--- config.mk ---
export PLATFORM = sky130hd
export DESIGN_NAME = w40_beat_packer
export DESIGN_NICKNAME = d
export VERILOG_FILES = /design/src/rtl/w40_pkg.sv /design/src/rtl/w40_beat_track.sv /design/src/rtl/w40_gather.sv /design/src/rtl/w40_split.sv /design/src/rtl/w40_beat_packer.sv
export SDC_FILE = /design/constraint.sdc
export NUM_CORES = 1
export LEC_CHECK = 0
export CELL_PAD_IN_SITES_DETAIL_PLACEMENT = 0
export CELL_PAD_IN_SITES_GLOBAL_PLACEMENT = 1
export CORE_ASPECT_RATIO = 1.75
export CORE_UTILIZATION = 38
export DETAILED_ROUTE_END_ITERATION = 10
export PLACE_DENSITY_LB_ADDON = 0.1
export SETUP_SLACK_MARGIN = 0.2
export SKIP_CTS_REPAIR_TIMING = 1
export SLEW_MARGIN = 20
export SYNTH_ARGS = -nofsm -noshare
export SYNTH_HDL_FRONTEND = slang
export SYNTH_HIERARCHICAL = 1
export SYNTH_SLANG_ARGS = --single-unit
--- constraint.sdc ---
create_clock -name clk_i -period 2.2 [get_ports clk_i]
set_clock_uncertainty 0.2 [all_clocks]
set_input_delay 0.22 -clock clk_i [delete_from_list [all_inputs] [get_ports clk_i]]
set_output_delay 0.22 -clock clk_i [all_outputs]
set_load 0.05 [all_outputs]
--- src/rtl/w40_pkg.sv ---
package w40_pkg;

   // Position of the next beat within a word
   typedef enum logic {
      BEAT_FIRST  = 1'b0,
      BEAT_SECOND = 1'b1
   } beat_pos_e;

   // Number of bits that spill into the second beat
   function automatic int hi_width(input int word_w, input int bus_w);
      return word_w - bus_w;
   endfunction

endpackage

--- src/rtl/w40_beat_track.sv ---
module w40_beat_track
   import w40_pkg::*;
#(
   parameter bit NARROW_EN = 1'b1
) (
   input  logic clk_i,
   input  logic rst_ni,
   input  logic clr_i,
   input  logic fire_i,
   input  logic mode_i,
   output logic first_o,
   output logic last_o,
   output logic wide_o
);

   beat_pos_e pos_q;
   logic      wide_q;
   logic      mode_live;

   // Variant: with narrow support the mode input is live, otherwise always wide
   generate
      if (NARROW_EN) begin : g_mode_live
         assign mode_live = mode_i;
      end else begin : g_mode_fixed
         logic unused_mode;
         assign unused_mode = mode_i;
         assign mode_live   = 1'b1;
      end
   endgenerate

   // Mode is taken live at a word boundary, and held once a word has started
   assign wide_o  = (pos_q == BEAT_SECOND) ? wide_q : mode_live;
   assign first_o = (pos_q == BEAT_FIRST);
   assign last_o  = !wide_o || (pos_q == BEAT_SECOND);

   always_ff @(posedge clk_i or negedge rst_ni) begin
      if (!rst_ni) begin
         pos_q  <= BEAT_FIRST;
         wide_q <= 1'b0;
      end else if (clr_i) begin
         pos_q  <= BEAT_FIRST;
      end else if (fire_i) begin
         pos_q <= last_o ? BEAT_FIRST : BEAT_SECOND;
         if (pos_q == BEAT_FIRST) begin
            wide_q <= mode_live;
         end
      end
   end

endmodule

--- src/rtl/w40_gather.sv ---
module w40_gather
   import w40_pkg::*;
#(
   parameter int BUS_W     = 32,
   parameter int WORD_W    = 40,
   parameter int TAG_W     = 1,
   parameter bit NARROW_EN = 1'b1
) (
   input  logic              clk_i,
   input  logic              rst_ni,
   input  logic              clr_i,
   input  logic              wide_mode_i,
   input  logic              beat_valid_i,
   output logic              beat_ready_o,
   input  logic [BUS_W-1:0]  beat_data_i,
   input  logic [TAG_W-1:0]  beat_tag_i,
   output logic              word_valid_o,
   input  logic              word_ready_i,
   output logic [WORD_W-1:0] word_data_o,
   output logic [TAG_W-1:0]  word_tag_o
);

   localparam int HI_W = hi_width(WORD_W, BUS_W);

   logic              fire;
   logic              first;
   logic              last;
   logic              wide;
   logic              slot_free;
   logic [BUS_W-1:0]  lo_q;
   logic [TAG_W-1:0]  tag_q;
   logic              out_valid_q;
   logic [WORD_W-1:0] out_data_q;
   logic [TAG_W-1:0]  out_tag_q;
   logic [WORD_W-1:0] assembled;
   logic [TAG_W-1:0]  word_tag;

   w40_beat_track #(
      .NARROW_EN (NARROW_EN)
   ) trk_i (
      .clk_i   (clk_i),
      .rst_ni  (rst_ni),
      .clr_i   (clr_i),
      .fire_i  (fire),
      .mode_i  (wide_mode_i),
      .first_o (first),
      .last_o  (last),
      .wide_o  (wide)
   );

   // The output register is free if it is empty or being drained this cycle
   assign slot_free = !out_valid_q || word_ready_i;

   // A first beat of a wide word only fills the low holding register
   assign beat_ready_o = !clr_i && (last ? slot_free : 1'b1);
   assign fire         = beat_valid_i && beat_ready_o;

   always_comb begin
      if (wide) begin
         assembled = {beat_data_i[HI_W-1:0], lo_q};
      end else begin
         assembled = {{HI_W{1'b0}}, beat_data_i};
      end
      word_tag = first ? beat_tag_i : tag_q;
   end

   always_ff @(posedge clk_i or negedge rst_ni) begin
      if (!rst_ni) begin
         lo_q  <= '0;
         tag_q <= '0;
      end else if (fire && first && !last) begin
         lo_q  <= beat_data_i;
         tag_q <= beat_tag_i;
      end
   end

   always_ff @(posedge clk_i or negedge rst_ni) begin
      if (!rst_ni) begin
         out_valid_q <= 1'b0;
         out_data_q  <= '0;
         out_tag_q   <= '0;
      end else begin
         if (word_ready_i) begin
            out_valid_q <= 1'b0;
         end
         if (fire && last) begin
            out_valid_q <= 1'b1;
            out_data_q  <= assembled;
            out_tag_q   <= word_tag;
         end
      end
   end

   assign word_valid_o = out_valid_q;
   assign word_data_o  = out_data_q;
   assign word_tag_o   = out_tag_q;

endmodule

--- src/rtl/w40_split.sv ---
module w40_split
   import w40_pkg::*;
#(
   parameter int BUS_W     = 32,
   parameter int WORD_W    = 40,
   parameter bit NARROW_EN = 1'b1
) (
   input  logic              clk_i,
   input  logic              rst_ni,
   input  logic              clr_i,
   input  logic              wide_mode_i,
   input  logic              word_valid_i,
   output logic              word_ready_o,
   input  logic [WORD_W-1:0] word_data_i,
   output logic              beat_valid_o,
   input  logic              beat_ready_i,
   output logic [BUS_W-1:0]  beat_data_o,
   output logic              beat_last_o
);

   localparam int HI_W = hi_width(WORD_W, BUS_W);

   logic              hold_valid_q;
   logic [WORD_W-1:0] hold_q;
   logic              hold_wide_q;
   logic              beat_fire;
   logic              word_fire;
   logic              first;
   logic              last;
   logic              wide;
   logic [BUS_W-1:0]  hi_beat;

   w40_beat_track #(
      .NARROW_EN (NARROW_EN)
   ) trk_i (
      .clk_i   (clk_i),
      .rst_ni  (rst_ni),
      .clr_i   (clr_i),
      .fire_i  (beat_fire),
      .mode_i  (hold_wide_q),
      .first_o (first),
      .last_o  (last),
      .wide_o  (wide)
   );

   // Zero padding only exists when the spill part is narrower than a beat
   generate
      if (HI_W < BUS_W) begin : g_pad
         assign hi_beat = {{(BUS_W-HI_W){1'b0}}, hold_q[WORD_W-1:BUS_W]};
      end else begin : g_nopad
         assign hi_beat = hold_q[WORD_W-1:BUS_W];
      end
   endgenerate

   assign beat_valid_o = hold_valid_q;
   assign beat_last_o  = last;
   assign beat_data_o  = (first || !wide) ? hold_q[BUS_W-1:0] : hi_beat;
   assign beat_fire    = hold_valid_q && beat_ready_i;

   // A new word may enter as the final beat of the held one leaves
   assign word_ready_o = !clr_i && (!hold_valid_q || (beat_ready_i && last));
   assign word_fire    = word_valid_i && word_ready_o;

   always_ff @(posedge clk_i or negedge rst_ni) begin
      if (!rst_ni) begin
         hold_valid_q <= 1'b0;
         hold_q       <= '0;
         hold_wide_q  <= 1'b0;
      end else if (clr_i) begin
         hold_valid_q <= 1'b0;
      end else begin
         if (beat_fire && last) begin
            hold_valid_q <= 1'b0;
         end
         if (word_fire) begin
            hold_valid_q <= 1'b1;
            hold_q       <= word_data_i;
            hold_wide_q  <= wide_mode_i;
         end
      end
   end

endmodule

--- src/rtl/w40_beat_packer.sv ---
module w40_beat_packer
   import w40_pkg::*;
#(
   parameter int BUS_W     = 32,
   parameter int WORD_W    = 40,
   parameter int TAG_W     = 1,
   parameter bit NARROW_EN = 1'b1
) (
   input  logic              clk_i,
   input  logic              rst_ni,
   input  logic              clr_i,
   input  logic              wide_mode_i,
   input  logic              rd_beat_valid_i,
   output logic              rd_beat_ready_o,
   input  logic [BUS_W-1:0]  rd_beat_data_i,
   input  logic [TAG_W-1:0]  rd_beat_tag_i,
   output logic              rd_word_valid_o,
   input  logic              rd_word_ready_i,
   output logic [WORD_W-1:0] rd_word_data_o,
   output logic [TAG_W-1:0]  rd_word_tag_o,
   input  logic              wr_word_valid_i,
   output logic              wr_word_ready_o,
   input  logic [WORD_W-1:0] wr_word_data_i,
   output logic              wr_beat_valid_o,
   input  logic              wr_beat_ready_i,
   output logic [BUS_W-1:0]  wr_beat_data_o,
   output logic              wr_beat_last_o
);

   // Elaboration-time parameter checks
   generate
      if (WORD_W <= BUS_W || WORD_W > 2*BUS_W) begin : g_bad_width
         $error("WORD_W must exceed BUS_W and fit in two beats");
      end
      if (TAG_W < 1) begin : g_bad_tag
         $error("TAG_W must be at least 1");
      end
   endgenerate

   w40_gather #(
      .BUS_W     (BUS_W),
      .WORD_W    (WORD_W),
      .TAG_W     (TAG_W),
      .NARROW_EN (NARROW_EN)
   ) gather_i (
      .clk_i        (clk_i),
      .rst_ni       (rst_ni),
      .clr_i        (clr_i),
      .wide_mode_i  (wide_mode_i),
      .beat_valid_i (rd_beat_valid_i),
      .beat_ready_o (rd_beat_ready_o),
      .beat_data_i  (rd_beat_data_i),
      .beat_tag_i   (rd_beat_tag_i),
      .word_valid_o (rd_word_valid_o),
      .word_ready_i (rd_word_ready_i),
      .word_data_o  (rd_word_data_o),
      .word_tag_o   (rd_word_tag_o)
   );

   w40_split #(
      .BUS_W     (BUS_W),
      .WORD_W    (WORD_W),
      .NARROW_EN (NARROW_EN)
   ) split_i (
      .clk_i        (clk_i),
      .rst_ni       (rst_ni),
      .clr_i        (clr_i),
      .wide_mode_i  (wide_mode_i),
      .word_valid_i (wr_word_valid_i),
      .word_ready_o (wr_word_ready_o),
      .word_data_i  (wr_word_data_i),
      .beat_valid_o (wr_beat_valid_o),
      .beat_ready_i (wr_beat_ready_i),
      .beat_data_o  (wr_beat_data_o),
      .beat_last_o  (wr_beat_last_o)
   );

endmodule

==> impl_metrics.toml <==
[floorplan]
initial_utilization_pct = 39.20
die_w_um = 93.01
die_area_mm2 = 0.01500
coreArea_mm2 = 0.01405
dieHeight_um = 161.3
fp-row-count = 57
ios = 159

[setup_path]
required_ps = 1780
criticalPathCategory = "flop to primary output"
crit_arrival_ps = 1770
worst-path-max-fanout = 6
cp-start-kind = "flop"
end_kind = "primary output"

[yosys]
synth_top_area_share_pct = 54.98
synth_common_cells = "121 x dfrtp_1, 110 x mux2_2, 32 x mux2_4, 26 x and2_1, 12 x nand2_1"
synth_cell_types = 22
synthesis.nets = 449
synth_top_area_cell = "dfrtp_1"
synthArstFlopShare_pct = 100.0
yosysMostFrequentCell = "dfrtp_1"
yosysWarnings = 6
yosysSeqAreaShare_pct = 54.98
syn_avg_cell_area_um2 = 14.97
synth.cell_area_mm2 = 0.005508
synthTopCellsByArea = "dfrtp_1 55%, mux2_2 22%, mux2_4 8.7%"
ys_ff_latch = 121
yosys_most_used_dff = "dfrtp_1"
synth_edf_count = 0
synthCells = 368

[placement]
portBuffers = 158
numPlacedInstances = 704
hpwlAfterDp_um = 8902
gp_congestion = 0.6863

[finish]
seqCellArea_mm2 = 0.003030
nFillCells = 1101
areaGrowthSynthToFinish_pct = 58.22
multi_input_area_mm2 = 0.002435
layout.nets = 634
drive_above_1_share_pct = 46.82
antennaDiodeCount = 0
final_cells = 743
final_util_pct = 62.03

[detailed_routing]
wl_um = 12650
route.vias.total = 3577
ant_nets = 0
drc = 0
avgRoutedWirePerCell_um = 17.03
vias_per_cell = 4.814
first_pass_iters = 4
drtIter0Drc = 73

[pwr]
combPwrFrac_pct = 37.8
p_int_mw = 6.625
pwr-share-clk_pct = 31.1
p_sw_mw = 3.226
ir_drop_mv = 0.7138
p_leak_nw = 4.187
pwr-share-seq_pct = 31.1
swShare_pct = 32.75
powerDensity_mw_per_mm2 = 1130

[timing]
setup_viol = 0
tightest_slew_ps = 548.4
max_freq_mhz = 456.2
period_share_pct = 99.64
finalHoldViolCount = 0
fin_crit_ps = 2192
rsz0062_at_grt = "yes"
slew_violations = 0
max_slew_margin_pct = 63.38

[clock_tree]
htree_levels = 4
clk_latency_ps = 390
root_buffer = "clkbuf_16"
cts_tree = "built"
clock_sinks = 121
numCtsBuffers = 17
cts.clk_slew.worst_paths_ps = 60
cts_buffer_depth = 2

[global_routing]
grt_pass1_vias = 3886
grt_first_pass_wirelength_um = 19670
grt_antenna_before_repair = 0
track_usage_pct = 17.22
grt_overflow = 0
grt_max_degree = 55

[min_path]
hold_class = "input pin to async pin"

[job]
max_cap_viol_count = 0

[outcome]
outcome = "completed"
## cell type report
type | instances | area share (%)
clock buffers | 21 | 5.398
clock inverters | 11 | 2.197
inverters | 11 | 0.4738
multi-input cells | 217 | 27.94
flip-flops and latches | 121 | 34.77
well taps | 177 | 2.541
repair buffers | 185 | 26.68
## path summary, 6_finish.rpt
check | from | cells past startpoint | end | slack, ps
worst max-delay path | split_i/trk_i/pos_q$_DFFE_PN0P_ | 6 | wr_beat_data_o[3] | 8
worst min register to register | gather_i/word_data_o[31]$_DFFE_PN0P_ | 1 | gather_i/word_data_o[31]$_DFFE_PN0P_ | 290
max in group asynchronous | rst_ni | 3 | gather_i/word_data_o[16]$_DFFE_PN0P_ | 1150
worst min-delay path | rst_ni | 2 | split_i/hold_q[5]$_DFFE_PN0P_ | 50
min in group clk_i | wr_word_data_i[6] | 2 | split_i/hold_q[6]$_DFFE_PN0P_ | 240
worst max register to register | split_i/trk_i/pos_q$_DFFE_PN0P_ | 8 | split_i/hold_q[0]$_DFFE_PN0P_ | 40
## cells in the final DEF, fill, tap and decap left out
cell	netlist	final
clkbuf_1	2	1
nand2b_4	0	3
a31oi_4	0	1
clkinvlp_4	0	3
dlygate4sd3_1	0	1
nand2_1	12	9
a21oi_1	2	2
buf_12	0	33
nor2_1	3	3
dfrtp_2	0	2
clkbuf_8	0	3
clkinv_2	0	2
buf_4	0	14
a21oi_4	1	1
nand2b_1	5	2
dfrtp_1	121	119
and2_4	0	14
nand2_4	0	2
nor3b_4	1	1
a21o_1	1	1
nor3b_2	2	2
mux2_2	110	92
buf_6	11	4
inv_6	0	1
mux2_1	8	8
and2_1	26	12
mux2i_1	8	8
inv_1	11	11
mux2_4	32	50
bufinv_16	0	5
dlymetal6s2s_1	0	41
nand3b_1	3	3
nand2_2	0	1
buf_8	0	11
clkbuf_16	0	18
a21boi_4	1	1
and4bb_2	0	1
clkdlybuf4s50_1	0	80
## critical path: stages (launching register included)
cell and delay (ps):
dfrtp_2 440, nand2b_4 170, nand2_4 70, nand2b_4 80, buf_8 150, mux2_4 310
buf_8 150
## kinds of logic after synthesis
group,count (synthesis),synth area share (%)
buffers and inverters,30,3.680
AO/OA/AOI/OAI,6,1.068
flip-flops,121,54.97
multiplexers,158,34.30
AND/OR/NAND/NOR,53,5.974
## layer usage
metal,up-vias,wire (um),GRT usage (%)
met5,-,0,0
met4,0,114,5.874
met3,4,577,4.426
met2,102,7234,32.22
met1,1824,4725,18.30
li1,1647,-,-
## sequential cells by signal, summed over array words and instances, names as in the netlist
signal,cells
gather_i/word_data_o,40
split_i/hold_q,40
gather_i/lo_q,32
gather_i/tag_q,1
gather_i/trk_i/pos_q,1
gather_i/trk_i/wide_q,1
gather_i/word_tag_o,1
gather_i/word_valid_o,1
split_i/beat_valid_o,1
split_i/hold_wide_q,1
split_i/trk_i/pos_q,1
split_i/trk_i/wide_q,1
## metrics by stage
step	setup TNS [ps]	hold slack (ps)	total power, mW	setup WS (ps)	cell area (um2)
final	0	51.52	9.851	7.868	8715
after global routing	-1016	43.93	10.27	-49.70	8715
after CTS	-2848	-506.1	9.815	-188.9	8308
after detailed placement	0	-71.97	6.690	30.01	7646
after global placement	0	-73.92	6.627	53.07	7646
after floorplan	0	-275.6	5.240	167.2	5532
## power groups by stage
stage          Clock, mW  Combinational [mW]  Sequential, mW
5_1_grt             3.25                3.89            3.14
4_1_cts             3.14                3.60            3.08
2_1_floorplan          0                1.37            3.87
3_3_place_gp           0                3.55            3.08
6_report            3.06                3.73            3.07
3_5_place_dp           0                3.59            3.10
(Power assumes the default switching activity.)
